<file path="config.mk">
export PLATFORM = sky130hd
export DESIGN_NAME = bin2res_conv
export DESIGN_NICKNAME = d
export VERILOG_FILES = /design/src/rtl/res_conv_pkg.sv /design/src/rtl/mod_adder.sv /design/src/rtl/conv_seq.sv /design/src/rtl/res_lane.sv /design/src/rtl/bin2res_conv.sv
export SDC_FILE = /design/constraint.sdc
export NUM_CORES = 1
export LEC_CHECK = 0
export CORE_ASPECT_RATIO = 1.1
export CORE_MARGIN = 1.5
export CORE_UTILIZATION = 35
export CTS_BUF_LIST = sky130_fd_sc_hd__clkbuf_2 sky130_fd_sc_hd__clkbuf_4 sky130_fd_sc_hd__clkbuf_8
export CTS_CLUSTER_DIAMETER = 30
export DETAILED_ROUTE_END_ITERATION = 8
export PLACE_DENSITY = 0.53
export SLEW_MARGIN = 5
export SYNTH_ARGS = -nofsm -noshare
export SYNTH_HDL_FRONTEND = slang
export SYNTH_SLANG_ARGS = --single-unit
</file>
<file path="constraint.sdc">
create_clock -name clk -period 8.64 [get_ports clk]
set_input_delay 1.296 -clock clk [delete_from_list [all_inputs] [get_ports clk]]
set_output_delay 1.296 -clock clk [all_outputs]
set_load 0.05 [all_outputs]
</file>
<file path="src/rtl/res_conv_pkg.sv">
package res_conv_pkg;

   function automatic int pow2_mod(input int j, input int m);
      int r;
      r = 1 % m;
      for (int i = 0; i < j; i++) r = (r * 2) % m;
      return r;
   endfunction

   function automatic int gcd_of(input int a, input int b);
      int x;
      int y;
      int t;
      x = a;
      y = b;
      while (y != 0) begin
         t = x % y;
         x = y;
         y = t;
      end
      return x;
   endfunction

   function automatic bit is_pow2(input int v);
      return (v > 0) && ((v & (v - 1)) == 0);
   endfunction

endpackage

</file>
<file path="src/rtl/mod_adder.sv">
module mod_adder #(
   parameter int MOD = 7,
   parameter int W   = 3
) (
   input  logic [W-1:0] a,
   input  logic [W-1:0] b,
   output logic [W-1:0] s
);
   localparam int SW = W + 1;

   logic [SW-1:0] sum_w;
   logic [SW-1:0] red_w;

   always_comb begin
      sum_w = {1'b0, a} + {1'b0, b};
      red_w = sum_w - SW'(MOD);
      s     = (sum_w >= SW'(MOD)) ? red_w[W-1:0] : sum_w[W-1:0];
   end
endmodule

</file>
<file path="src/rtl/conv_seq.sv">
module conv_seq #(
   parameter int IN_W = 10,
   parameter int IW   = 4
) (
   input  logic            clk,
   input  logic            rst_n,
   input  logic            start,
   input  logic [IN_W-1:0] din,
   output logic            load,
   output logic            step,
   output logic            cur_bit,
   output logic [IW-1:0]   idx,
   output logic            done
);
   localparam logic [IW-1:0] LAST = IW'(IN_W - 1);

   logic            busy;
   logic [IW-1:0]   cnt;
   logic [IN_W-1:0] shreg;

   assign load    = start && !busy;
   assign step    = busy;
   assign cur_bit = shreg[0];
   assign idx     = cnt;

   always_ff @(posedge clk or negedge rst_n) begin
      if (!rst_n) begin
         busy  <= 1'b0;
         cnt   <= '0;
         shreg <= '0;
         done  <= 1'b0;
      end else begin
         done <= busy && (cnt == LAST);
         if (load) begin
            busy  <= 1'b1;
            cnt   <= '0;
            shreg <= din;
         end else if (busy) begin
            shreg <= shreg >> 1;
            cnt   <= cnt + 1'b1;
            if (cnt == LAST) busy <= 1'b0;
         end
      end
   end

   AST_DONE_ONE_CYCLE: assert property (@(posedge clk) disable iff (!rst_n)
      done |=> !done);
   AST_LOAD_BEGINS: assert property (@(posedge clk) disable iff (!rst_n)
      load |=> (busy && cnt == '0));
   AST_BUSY_START_IGNORED: assert property (@(posedge clk) disable iff (!rst_n)
      (busy && start && cnt != LAST) |=> (busy && cnt == $past(cnt) + 1'b1));
endmodule

</file>
<file path="src/rtl/res_lane.sv">
module res_lane
   import res_conv_pkg::*;
#(
   parameter int MOD  = 7,
   parameter int IN_W = 10,
   parameter int RW   = 3,
   parameter int IW   = 4
) (
   input  logic            clk,
   input  logic            rst_n,
   input  logic            load,
   input  logic            step,
   input  logic            bit_val,
   input  logic [IW-1:0]   idx,
   input  logic [IN_W-1:0] din,
   output logic [RW-1:0]   res
);
   logic [RW-1:0] acc;

   assign res = acc;

   generate
      if (is_pow2(MOD)) begin : g_lowbits
         logic unused_lane;
         assign unused_lane = ^{step, bit_val, idx, din};

         always_ff @(posedge clk or negedge rst_n) begin
            if (!rst_n)    acc <= '0;
            else if (load) acc <= RW'(din);
         end
      end else begin : g_accum
         logic [RW-1:0] pw_tbl [IN_W];
         logic [RW-1:0] addend;
         logic [RW-1:0] nxt;
         logic          unused_lane;

         assign unused_lane = ^din;

         for (genvar j = 0; j < IN_W; j++) begin : g_tbl
            assign pw_tbl[j] = RW'(pow2_mod(j, MOD));
         end

         always_comb begin
            addend = '0;
            if (bit_val && (int'(idx) < IN_W)) addend = pw_tbl[idx];
         end

         mod_adder #(.MOD(MOD), .W(RW)) u_add (
            .a (acc),
            .b (addend),
            .s (nxt)
         );

         always_ff @(posedge clk or negedge rst_n) begin
            if (!rst_n)    acc <= '0;
            else if (load) acc <= '0;
            else if (step) acc <= nxt;
         end

         AST_SUM_BELOW_MOD: assert property (@(posedge clk) disable iff (!rst_n)
            int'(acc) < MOD);
      end
   endgenerate

   AST_RES_HELD: assert property (@(posedge clk) disable iff (!rst_n)
      (!load && !step) |=> $stable(res));
endmodule

</file>
<file path="src/rtl/bin2res_conv.sv">
module bin2res_conv
   import res_conv_pkg::*;
#(
   parameter int IN_W     = 10,
   parameter int POW2_MOD = 8,
   parameter int MOD_A    = 7,
   parameter int MOD_B    = 5,
   parameter int MOD_C    = 3,
   localparam int W_P = $clog2(POW2_MOD),
   localparam int W_A = $clog2(MOD_A),
   localparam int W_B = $clog2(MOD_B),
   localparam int W_C = $clog2(MOD_C)
) (
   input  logic            clk,
   input  logic            rst_n,
   input  logic            start,
   input  logic [IN_W-1:0] bin_in,
   output logic [W_P-1:0]  res_pow2,
   output logic [W_A-1:0]  res_a,
   output logic [W_B-1:0]  res_b,
   output logic [W_C-1:0]  res_c,
   output logic            done
);
   localparam int IW = (IN_W > 1) ? $clog2(IN_W) : 1;

   generate
      if (IN_W < 1) begin : g_bad_width
         $error("IN_W must be at least 1");
      end
      if (!is_pow2(POW2_MOD) || POW2_MOD < 2) begin : g_bad_pow2
         $error("POW2_MOD must be a power of two of at least 2");
      end
      if (MOD_A < 3 || MOD_B < 3 || MOD_C < 3) begin : g_bad_small
         $error("odd moduli must be at least 3");
      end
      if (gcd_of(POW2_MOD, MOD_A) != 1 || gcd_of(POW2_MOD, MOD_B) != 1 ||
          gcd_of(POW2_MOD, MOD_C) != 1 || gcd_of(MOD_A, MOD_B) != 1 ||
          gcd_of(MOD_A, MOD_C) != 1 || gcd_of(MOD_B, MOD_C) != 1) begin : g_bad_coprime
         $error("moduli must be pairwise coprime");
      end
   endgenerate

   logic          load;
   logic          step;
   logic          cur_bit;
   logic [IW-1:0] idx;

   conv_seq #(.IN_W(IN_W), .IW(IW)) u_seq (
      .clk     (clk),
      .rst_n   (rst_n),
      .start   (start),
      .din     (bin_in),
      .load    (load),
      .step    (step),
      .cur_bit (cur_bit),
      .idx     (idx),
      .done    (done)
   );

   res_lane #(.MOD(POW2_MOD), .IN_W(IN_W), .RW(W_P), .IW(IW)) u_lane_p (
      .clk (clk), .rst_n (rst_n), .load (load), .step (step),
      .bit_val (cur_bit), .idx (idx), .din (bin_in), .res (res_pow2)
   );

   res_lane #(.MOD(MOD_A), .IN_W(IN_W), .RW(W_A), .IW(IW)) u_lane_a (
      .clk (clk), .rst_n (rst_n), .load (load), .step (step),
      .bit_val (cur_bit), .idx (idx), .din (bin_in), .res (res_a)
   );

   res_lane #(.MOD(MOD_B), .IN_W(IN_W), .RW(W_B), .IW(IW)) u_lane_b (
      .clk (clk), .rst_n (rst_n), .load (load), .step (step),
      .bit_val (cur_bit), .idx (idx), .din (bin_in), .res (res_b)
   );

   res_lane #(.MOD(MOD_C), .IN_W(IN_W), .RW(W_C), .IW(IW)) u_lane_c (
      .clk (clk), .rst_n (rst_n), .load (load), .step (step),
      .bit_val (cur_bit), .idx (idx), .din (bin_in), .res (res_c)
   );

   AST_DONE_NEEDS_START_R5: assert property (@(posedge clk) disable iff (!rst_n)
      $rose(done) |-> $past(step));
endmodule

</file>
### Yosys cells after proc, flatten, opt, wreduce, memory -nomap -nowiden

Memories as Yosys holds them, arrays and structs flattened.
Index checks and enable logic that the tools add are counted.

* bits in registers: 27
* latch bits: 0
* RAM bits: 0
* memory bits (read-only): 128
* bits of input ports: 13
* output and inout bits: 12
* word-level logic and storage cells: 55
* memories kept: 3

* add/sub/neg operators: 7
* $mul: 0
* divide/modulo/power cells: 0
* magnitude comparators: 5
* eq/ne operators: 1
* shift operators: 0
* mux-type cells: 25
* bitwise operators: 1
* reductions and logical operators: 5

Memories
* (name not given): depth 16, bits a word 3, rd ports 1, clocked after memory_dff 0, write ports 0, RTL line res_lane.sv:45 `if (bit_val && (int'(idx) < IN_W)) addend = pw_tbl[idx];`
* (name not given): depth 16, bits a word 3, rd ports 1, clocked after memory_dff 0, write ports 0, RTL line res_lane.sv:45
* (name not given): depth 16, bits a word 2, rd ports 1, clocked after memory_dff 0, write ports 0, RTL line res_lane.sv:45

Operator list (number)
* 3-bit two-way mux: 12
* 10-bit two-way mux: 2
* 2-bit two-way mux: 6
* 3-bit by 3-bit adder with 4-bit output: 2
* 4-bit by 3-bit greater-or-equal comparator with 1-bit output, second input constant: 2
* 4-bit two-way mux: 2
* 3-bit subtractor, second input constant: 2
* 5-bit greater-or-equal comparator, second input constant: 1
* 4-bit inverter with 5-bit output: 1
* 4-bit by 1-bit adder with 4-bit output, second input constant: 1
* 4-bit equality test, second input constant: 1
* 4-bit less-than comparator, second input constant: 1
* 2-bit by 2-bit adder with 3-bit output: 1
* 3-bit by 2-bit greater-or-equal comparator with 1-bit output, second input constant: 1
* 1-bit logical AND: 3
* 1-bit two-way mux: 3
* 2-bit nonzero test: 1
* 2-bit subtractor, second input constant: 1
* 1-bit zero test: 1

### Logic depth before layout (Yosys ltp)

Gate-level depths: netlist of the first run.

* depth after elaboration: 10
* gate-level depth with buffers: 12
* depth with buffers taken out: 12

### Hierarchy

A second synthesis of the first run with hierarchy kept.

* cell total of the unflattened synthesis: 168
* area, all modules: 1796.7 sq um

By module, submodules not included
* conv_seq: times used 1, cells an instance 65, area each 760.7 sq um, seq. area each 400.4 sq um
* res_lane at u_lane_a: times used 1, cells an instance 21, area each 219.0 sq um, seq. area each 75.1 sq um
* res_lane at u_lane_b: times used 1, cells an instance 18, area each 177.7 sq um, seq. area each 75.1 sq um
* mod_adder at u_lane_b.g_accum.u_add: times used 1, cells an instance 18, area each 167.7 sq um, seq. area each 0.0 sq um
* mod_adder at u_lane_a.g_accum.u_add: times used 1, cells an instance 19, area each 165.2 sq um, seq. area each 0.0 sq um
* res_lane at u_lane_p: times used 1, cells an instance 6, area each 108.9 sq um, seq. area each 75.1 sq um
* res_lane at u_lane_c: times used 1, cells an instance 10, area each 105.1 sq um, seq. area each 50.0 sq um
* mod_adder at u_lane_c.g_accum.u_add: times used 1, cells an instance 11, area each 92.6 sq um, seq. area each 0.0 sq um

### Least setup slack after synthesis of the first run

No wires, ideal clock.

* path kind: reg2reg
* start: register u_seq.cnt[0], in the netlist u_seq.idx[0]
* end: register u_lane_a.acc[1], in the netlist u_lane_a.res[1]
* setup time: 0.123 ns
* data arrival time: 2.696 ns
* data required time: 8.517 ns
* setup slack: 5.821 ns
* stages on the path, launching flop included: 12
* path buffers: 0
* period minus slack after synthesis: 2.819 ns
* cells stage by stage: dfrtp_1 inv_1 ha_1 nor2b_1 a211oi_1 nor3b_1 ha_1 fa_1 ha_1 a221oi_2 mux2i_1 o21ai_1

* longest elaborated chain between the ends: 10
* elaborated cells on any way between the ends: 13
* those cells by class: 2 x add/sub; 2 x order compare; 6 x mux; 1 x bitwise; 1 x reduce/logical; 1 x memory

RTL lines
* start, declared: RTL line conv_seq.sv:18 `logic [IW-1:0] cnt;`
* start signal, assigned: RTL line conv_seq.sv:40 `cnt <= cnt + 1'b1;`
* 4-bit inverter with 5-bit output (not written as such): RTL line res_lane.sv:45
* memory 16 x 3 bit
* 3-bit two-way mux (not written as such) (2 in a row): RTL line res_lane.sv:45
* 3-bit two-way mux (*): RTL line res_lane.sv:45
* 3-bit by 3-bit adder with 4-bit output (*): RTL line mod_adder.sv:15 `sum_w = {1'b0, a} + {1'b0, b};`
* 4-bit by 3-bit greater-or-equal comparator with 1-bit output or 3-bit subtractor (tied branches): RTL line mod_adder.sv:17, mod_adder.sv:16
* 3-bit two-way mux (*): RTL line mod_adder.sv:17 `s = (sum_w >= SW'(MOD)) ? red_w[W-1:0] : sum_w[W-1:0];`
* 3-bit two-way mux (*): RTL line res_lane.sv:57 `else if (step) acc <= nxt;`
* 3-bit two-way mux (*): RTL line res_lane.sv:56 `else if (load) acc <= '0;`
* end signal, assigned: RTL line res_lane.sv:57
* end, declared: RTL line res_lane.sv:18 `logic [RW-1:0] acc;`

Every way passes the cells marked *; elsewhere a longest branch is shown, timed or not. The select of a mux whose other input is x is not followed.
A chain may end at the register's enable or synchronous reset.

### Worst setup path after layout of the first run

Ends and elaborated chain as after synthesis.

==> flow_summary.yaml, run 1 <==
synthesis:
  yosysTopAreaCell: "dfrtp_1"
  synth_commonest_cells: "dfrtp_1, nand2_1, o21ai_0"
  synth_cell_types: 32
  synth.area.top_cells: "dfrtp_1, ha_1, mux2i_1, o21ai_0, nand2_1"
  synth_top_area_share_pct: 42.15
  ys_seq_area_share_pct: 42.15
  synth_edf_count: 0
  avgSynthCellArea_um2: 10.21
  synth_area_um2: 1603
  synth_most_common_cell: "dfrtp_1"
  ys.flop_type: "dfrtp_1"
  ys.warnings.count: 0
  syn-num-nets: 187
  async_reset_ff_share_pct: 100.0
  syn_inst: 157
  ys_ff_latch: 27
setup_path:
  critPathMaxFanout: 8
  setup.worst_path.start_class: "flip-flop"
  cp.arrival_ns: 3.36
  end_kind: "flip-flop"
  crit_type: "flip-flop to flip-flop"
  crit_required_ns: 8.80
global_route:
  grt_max_degree: 29
  grt_pass1_wl_um: 5533
  first_global_vias: 1230
  antenna_found_initial: 0
  grt_overflow: 0
  grt_use_total_pct: 14.34
run:
  drv_cap: 0
routing:
  first_iter_violations: 46
  wirelength_um: 3156
  ant_nets: 0
  num_vias: 1193
  wl_per_cell_um: 13.55
  drc_errors: 0
  vias_per_cell: 5.120
  dr.pass1.iters: 4
finish:
  fillers: 424
  n_antenna_cell: 0
  layout.nets: 210
  drive_gt1_share_pct: 7.263
  area_delta_synth_final_pct: 20.77
floorplan:
  pin_count: 25
  rows: 25
  core_area_um2: 4348
  start_util_pct: 36.86
  die_area_um2: 4995
  die_w_um: 67.52
  die_h_um: 73.98
power_and_ir_drop:
  ir_worst_vdd_mv: 0.1555
  power.density_nw_per_um2: 373.5
  cellLeakagePower_nw: 0.9221
cts:
  htreeDepth: 1
  postCtsHoldBufs: 0
  cts_buffers: 3
  cts_setup_buffers: 0
  postCtsResizedCells: 0
  clkSinkCount: 27
  cts.clk_slew.worst_paths_ns: 0.09
  cts_root_buffer: "clkbuf_8"
  clockBufferDepth: 2
  clkLatencyLatePin_ns: 0.27
  cts_tree: "done"
sta:
  relSlewSlack_pct: 44.52
  whs_ns: 0.4958
  max_clock_freq_mhz: 312.5
  fin_worst_skew_ns: 0.003009
  fin_tns_setup_ns: 0
  tightest_slew_ns: 0.8292
  rsz0062_at_grt: "no"
  period_needed_ns: 3.200
  setup_violations: 0
  hold_viol: 0
  period_share_pct: 37.03
  drv_slew: 0
worst_hold_path:
  hp-class: "flip-flop to flip-flop"
run_status:
  status: "complete, no violations"
placement:
  dpl.hpwl_um: 2351
  port_buffers: 24
  place.gp.congestion: 0.7588
-- kinds of logic (layout without fill, tap and decap cells) --
family | Yosys count | count (layout) | share of synthesized area (%)
flops | 27 | 27 | 42.15
compound gates | 37 | 37 | 13.97
xor+xnor | 4 | 4 | 2.186
buf+inv | 12 | 34 | 3.122
simple gates | 42 | 42 | 12.41
fa+ha+maj | 17 | 17 | 14.68
mux | 18 | 18 | 11.48
-- power by group --
group / leakage, nW / internal (W) / switching [W]
Clock: 0.0262 / 0.0000362 / 0.0000392
Combinational: 0.551 / 0.000172 / 0.000237
Sequential: 0.345 / 0.000178 / 0.0000601
-- worst max-delay path: stages, from the launching register on --
cell and delay [ns]:
dfrtp_1 0.49, inv_1 0.11, ha_1 0.35, nor2b_1 0.14, a211oi_1 0.06, nor3b_1 0.30
ha_1 0.26, fa_1 0.46, ha_1 0.25, a221oi_2 0.35, mux2i_1 0.23, o21ai_1 0.07
-- path summary, 6_finish.rpt --
path / endpoint / cells after the start / slack (ns) / startpoint
worst max-delay path: u_lane_a.res[1] / 11 / 5.44 / u_seq.idx[0]
worst min-delay path: u_seq.shreg[1] / 2 / 0.50 / u_seq.shreg[2]
worst max register to register: u_lane_a.res[1] / 11 / 5.44 / u_seq.idx[0]
worst min register to register: u_seq.shreg[1] / 2 / 0.50 / u_seq.shreg[2]
max in group asynchronous: u_lane_b.res[2] / 2 / 6.99 / rst_n
min in group asynchronous: u_lane_a.res[0] / 2 / 1.39 / rst_n
-- per-stage QoR --
stage	utilization [%]	instances	cell area [um2]	setup WS [ns]	total power, W
after floorplan	-	157	1603	5.821	0.0005389
after global placement	43.40	229	1887	5.462	0.0006370
after detailed placement	43.40	229	1887	5.351	0.0006549
after CTS	44.52	233	1936	5.445	0.0007340
after global routing	44.52	233	1936	5.212	0.0007858
final	44.52	233	1936	5.440	0.0007230
-- flip-flops by register name, indices dropped and copies added (netlist names) --
name          count
u_seq.step        1
u_lane_p.res      3
u_lane_c.res      2
u_seq.idx         4
u_lane_b.res      3
u_seq.shreg      10
u_seq.done        1
u_lane_a.res      3
-- final cells by class --
type | count | area, um2 | area share [%]
timing repair buffer | 25 | 247.7 | 12.80
multi-input combinational | 118 | 877.1 | 45.31
tap | 54 | 67.56 | 3.491
sequential | 27 | 675.6 | 34.91
inverter | 5 | 18.77 | 0.9696
clock buffer | 4 | 48.80 | 2.521
-- routing by layer --
metal / GRT usage [%] / up-vias / share of wire, %
met1: 18.27 / 571 / 46
li1: - / 599 / -
met2: 25.16 / 20 / 50
met3: 2.118 / 3 / 3.4
met5: 0 / - / 0
met4: 4.082 / 0 / 0.79
-- cell usage in the layout (no fill, tap or decap), drive strengths merged, types with 2 or more instances in the layout --
master         synthesis  final
ha                    14     14
o21ai                 22     22
clkdlybuf4s50          0     24
nand2b                 2      2
a21o                   2      2
nand2                 22     22
fa                     3      3
inv                    5      5
mux2i                 15     15
a22o                   2      2
a21oi                  6      6
mux2                   3      3
or2                    2      2
a221oi                 2      2
nor2                   6      6
nor3b                  2      2
or3                    2      2
clkbuf                 3      4
dfrtp                 27     27
xor2                   3      3
Note: power is estimated with default switching activity, not from simulation.
==> run 2, diff against run 1 <==
PLACE_DENSITY = 0.55   (was 0.53)
clock period = 2.8 ns   (was 8.64 ns; I/O delays follow)
==> run 2 against run 1 <==
  * Sequential power increased to 3.0 times the previous value
  * First-iteration DRC count decreased by 41%
  * Global-route usage increased by 0.23 points
  * Worst hold slack got worse by 0.0015 ns
  * Power increased to 3.6 times the previous value
  * Sequential share of layout area decreased by 3.5 points
  * Setup slack got worse by 5.4 ns
  * Die area unchanged
  * Critical path depth increased by 2
  * Via count increased by 2.7%
  * Clock skew decreased by 0.0014 ns
  * Critical path type unchanged
==> flow_summary.yaml, run 2 (synthesis results as in run 1) <==
run_status:
  status: "complete, no violations"
worst_hold_path:
  hp-class: "flip-flop to flip-flop"
finish:
  largest_reg_flops: 10
  fillers: 410
  multiInputGateArea_um2: 994.7
  layout_common_cells: "dfrtp_1, clkdlybuf4s50_1, nand2_1"
  regMostFlops: "u_seq.shreg"
  area_delta_synth_final_pct: 34.27
  layout.nets: 223
  fin_util_pct: 49.50
  stdcell_count: 246
  drive_gt1_share_pct: 23.44
  n_antenna_cell: 0
  layout_commonest_cell: "dfrtp_1"
  regArea_um2: 676.9
power_and_ir_drop:
  pwr-share-seq_pct: 27.2
  p_total_w: 0.002586
  ir_worst_vdd_mv: 0.7013
  p_sw_share_pct: 45.37
  pwr-share-comb_pct: 64.1
  p_int_w: 0.001413
  power.density_nw_per_um2: 1202
  power.switching_w: 0.001173
  cellLeakagePower_nw: 0.9933
  clock_power_share_pct: 8.7
placement:
  dpl.hpwl_um: 2418
  dp.cells: 236
  port_buffers: 24
  place.gp.congestion: 0.8006
floorplan:
  start_util_pct: 36.86
  pin_count: 25
  die_h_um: 73.98
  die_area_um2: 4995
  rows: 25
  core_area_um2: 4348
  die_w_um: 67.52
setup_path:
  cpPeakStageDelay_ns: 0.57
  setup.worst_path.start_class: "flip-flop"
  critPathMaxFanout: 4
  crit_type: "flip-flop to flip-flop"
  crit_required_ns: 2.95
  slowest_stage: "fa_1"
  cp.arrival_ns: 2.87
  end_kind: "flip-flop"
  crit_chain: "inv_2 > ha_4 > nand2b_4 > a21oi_2 > ha_2 > fa_1 > inv_2 > ha_1 > nand2b_4 > a221oi_4 > buf_4 > xnor2_1 > o21ai_1"
sta:
  max_clock_freq_mhz: 367.5
  period_needed_ns: 2.721
  setup_violations: 0
  fin_tns_setup_ns: 0
  fin_worst_skew_ns: 0.001580
  period_share_pct: 97.17
  hold_viol: 0
  drv_slew: 0
  tightest_slew_ns: 0.5335
  relSlewSlack_pct: 64.44
cts:
  postCtsHoldBufs: 0
  cts.clk_slew.worst_paths_ns: 0.09
  clockBufferDepth: 2
  cts_tree: "done"
  clkLatencyLatePin_ns: 0.26
  htreeDepth: 1
  cts_buffers: 3
  cts_root_buffer: "clkbuf_8"
  clkSinkCount: 27
routing:
  vias_per_cell: 4.980
  drc_errors: 0
  first_iter_violations: 27
  wl_per_cell_um: 13.52
  ant_nets: 0
  wirelength_um: 3326
  dr.pass1.iters: 4
  num_vias: 1225
global_route:
  grt_max_degree: 28
  grt_pass1_wl_um: 5609
  grt_overflow: 0
  grt_use_total_pct: 14.57
  antenna_found_initial: 0
  first_global_vias: 1268
run:
  drv_cap: 0
[run 2: area by class of cell]
cell class	instances	area share, %
multi-input combinational	118	46.22
sequential	27	31.45
timing repair buffer	38	16.05
tap	54	3.140
clock buffer	4	2.267
inverter	5	0.8721
[run 2: metal layers]
metal,wire length (um),GRT usage (%),vias to the layer above
met2,1717,25.82,23
met4,21,4.989,0
met1,1491,18.39,583
met5,0,0,-
met3,96,1.513,2
li1,-,-,617
[run 2: worst max-delay path: cells and delay by family, from the launching register on]
family | cells | cell delay (ns)
AOI/OAI and AO/OA | 3 | 0.41
xor gates and xnor gates | 1 | 0.10
adders and majority gates | 4 | 1.17
buffers and inverters | 3 | 0.31
DFF | 1 | 0.40
and+or+nand+nor | 2 | 0.22
[run 2: final timing paths]
kind,start,to,slack [ns],cells after the start
max,u_seq.idx[0],u_lane_b.res[0],0.08,13
min,u_seq.shreg[3],u_seq.shreg[2],0.49,2
max reg2reg,u_seq.idx[0],u_lane_b.res[0],0.08,13
min reg2reg,u_seq.shreg[3],u_seq.shreg[2],0.49,2
max in group asynchronous,rst_n,u_seq.idx[3],2.00,2
min in group asynchronous,rst_n,u_lane_a.res[0],0.52,2
[run 2: power by group through the flow]
stage / Combinational, W / Sequential, W / Clock, W
after global placement: 0.00132 / 0.000690 / 0
after floorplan: 0.000744 / 0.000922 / 0
after CTS: 0.00147 / 0.000699 / 0.000239
final: 0.00166 / 0.000703 / 0.000225
after global routing: 0.00181 / 0.000728 / 0.000251
after detailed placement: 0.00139 / 0.000698 / 0
[run 2: through the flow]
stage	instance area, um2	setup WS [ns]	hold slack (ns)
after floorplan	1605	0.02352	0.1244
after global placement	1942	0.07469	0.4603
after detailed placement	1942	-0.1049	0.4751
after CTS	2051	0.01689	0.5001
after global routing	2152	-0.02715	0.5198
final	2152	0.07917	0.4943
[run 2: repair_timing]
action / CTS / global route
gates resized for setup: 10 / 15
setup buffers: 2 / 4
setup endpoints to repair: 3 / 3
pin swaps: 5 / 11
==> run 3, diff against run 2 <==
PLACE_DENSITY = default   (was 0.55)
==> run 3 against run 2 <==
  * Power is 2.3% higher
  * Cell area grew 0.23%
  * Clock-buffer cell count unchanged
  * Highest routed layer unchanged
==> flow_summary.yaml, run 3 (synthesis results as in run 1) <==
setup_path:
  cpPeakStageDelay_ns: 0.47
  crit_top_cell: "ha_4"
  cp.arrival_ns: 2.89
  endpoint: "u_lane_a.res[1]"
  worstRegToRegCells: 10
  regToRegEndpoint: "u_lane_a.res[1]"
  setup.worst_path.start_class: "flip-flop"
  slowest_stage: "fa_2"
  crit_chain: "ha_4 > nor2b_4 > a211oi_4 > nor3b_4 > ha_2 > fa_2 > ha_4 > a221oi_4 > mux2i_1 > o21ai_1"
  end_kind: "flip-flop"
  crit_type: "flip-flop to flip-flop"
  r2r-start: "u_seq.idx[1]"
  cp.depth: 10
  critPathMaxFanout: 4
  crit_family: "adder cells"
  critPathLaunch: "u_seq.idx[1]"
  path_buf_inv: 0
  regToRegSetupSlack_ns: 0.07
  crit_required_ns: 2.96
sta:
  fin_worst_skew_ns: 0.003152
  max_clock_freq_mhz: 366.8
  tightest_slew_ns: 0.8024
  period_share_pct: 97.38
  whs_ns: 0.4975
  period_needed_ns: 2.727
  setup_violations: 0
  hold_viol: 0
  setup_ws_ns: 0.07338
  drv_slew: 0
  rsz0062_at_grt: "yes"
  fin_tns_setup_ns: 0
  relSlewSlack_pct: 46.51
floorplan:
  die_h_um: 73.98
  rows: 25
  start_util_pct: 36.86
  core_area_um2: 4348
  pin_count: 25
  die_w_um: 67.52
  die_area_um2: 4995
finish:
  regArea_um2: 676.9
  largest_reg_flops: 10
  regMostFlops: "u_seq.shreg"
  layout_commonest_cell: "dfrtp_1"
  layout.nets: 221
  area_delta_synth_final_pct: 34.58
  n_antenna_cell: 0
  multiInputGateArea_um2: 1007
  drive_gt1_share_pct: 24.21
  layout_common_cells: "dfrtp_1, clkdlybuf4s50_1, nand2_1"
  fillers: 396
  fin_util_pct: 49.61
routing:
  num_vias: 1263
  wl_per_cell_um: 14.55
  dr.pass1.iters: 4
  ant_nets: 0
  first_iter_violations: 36
  drc_errors: 0
  wirelength_um: 3551
  vias_per_cell: 5.176
cts:
  postCtsHoldBufs: 0
  clkSinkCount: 27
  cts_buffers: 3
  clkLatencyLatePin_ns: 0.27
  cts.clk_slew.worst_paths_ns: 0.10
  cts_tree: "done"
  cts_root_buffer: "clkbuf_8"
  htreeDepth: 1
  clockBufferDepth: 2
worst_hold_path:
  hp-class: "flip-flop to flip-flop"
placement:
  dpl.hpwl_um: 2494
  pre_cts_ws_ns: -0.05137
  place.gp.congestion: 0.8356
  port_buffers: 24
run:
  drv_cap: 0
run_status:
  status: "complete, no violations"
power_and_ir_drop:
  ir_worst_vdd_mv: 0.5045
  p_total_w: 0.002645
  power.density_nw_per_um2: 1226
  cellLeakagePower_nw: 0.9838
global_route:
  grt_use_total_pct: 15.32
  grt_pass1_wl_um: 5940
  grt_overflow: 0
  first_global_vias: 1355
  antenna_found_initial: 0
  grt_max_degree: 29
-- run 3: cell count changes in the layout (fill, tap and decap cells not counted), sizes merged --
cell	change
buf	-2
-- run 3: worst min-delay path by stage --
stage	start	end	slack (ns)	cells after the start
floorplan	rst_n	u_lane_a.res[0]	0.12	0
global placement	u_seq.shreg[1]	u_seq.shreg[0]	0.46	2
detailed placement	u_seq.shreg[1]	u_seq.shreg[0]	0.48	2
CTS	u_seq.shreg[1]	u_seq.shreg[0]	0.50	2
global route	u_seq.shreg[5]	u_seq.shreg[4]	0.53	2
finish	u_seq.shreg[1]	u_seq.shreg[0]	0.50	2
-- run 3: through the flow --
stage | instances | cell area (um2)
2_1_floorplan | 157 | 1605
3_3_place_gp | 235 | 1934
3_5_place_dp | 235 | 1934
4_1_cts | 240 | 2021
5_1_grt | 244 | 2157
6_report | 244 | 2157
-- run 3: layout make-up --
type                    instances  share of cell area [%]
clock buffers                   4                   2.262
inverters                       5                  0.8701
multi-input cells             118                   46.69
flip-flops and latches         27                   31.38
well taps                      54                   3.132
repair buffers                 36                   15.66
-- run 3: repair_timing --
action | in CTS | in global routing
setup buffers | 1 | 4
resized for setup | 5 | 25
endpoints found under the setup margin | 3 | 6
pin swaps | 3 | 11
-- run 3: worst register-to-register path: cells and delay by family (launching register included) --
family                   cells  cell delay (ns)
adder cells (fa/ha/maj)      4             1.22
multiplexers                 1             0.22
AND/OR/NAND/NOR              2             0.35
flip-flops                   1             0.44
AO/OA/AOI/OAI                3             0.40
-- run 3: routing by layer --
| metal | up-vias | track usage (%) | wire length (um) |
|---|---|---|---|
| met5 | - | 0 | 0 |
| met4 | 0 | 3.628 | 59 |
| met3 | 8 | 2.723 | 113 |
| met2 | 29 | 27.89 | 1905 |
| met1 | 609 | 18.64 | 1473 |
| li1 | 617 | - | - |
-- run 3: report_power, final --
group	internal [W]	switching [W]
Sequential	0.000552	0.000170
Combinational	0.000764	0.000924
Clock	0.000112	0.000125
Total	0.00143	0.00122
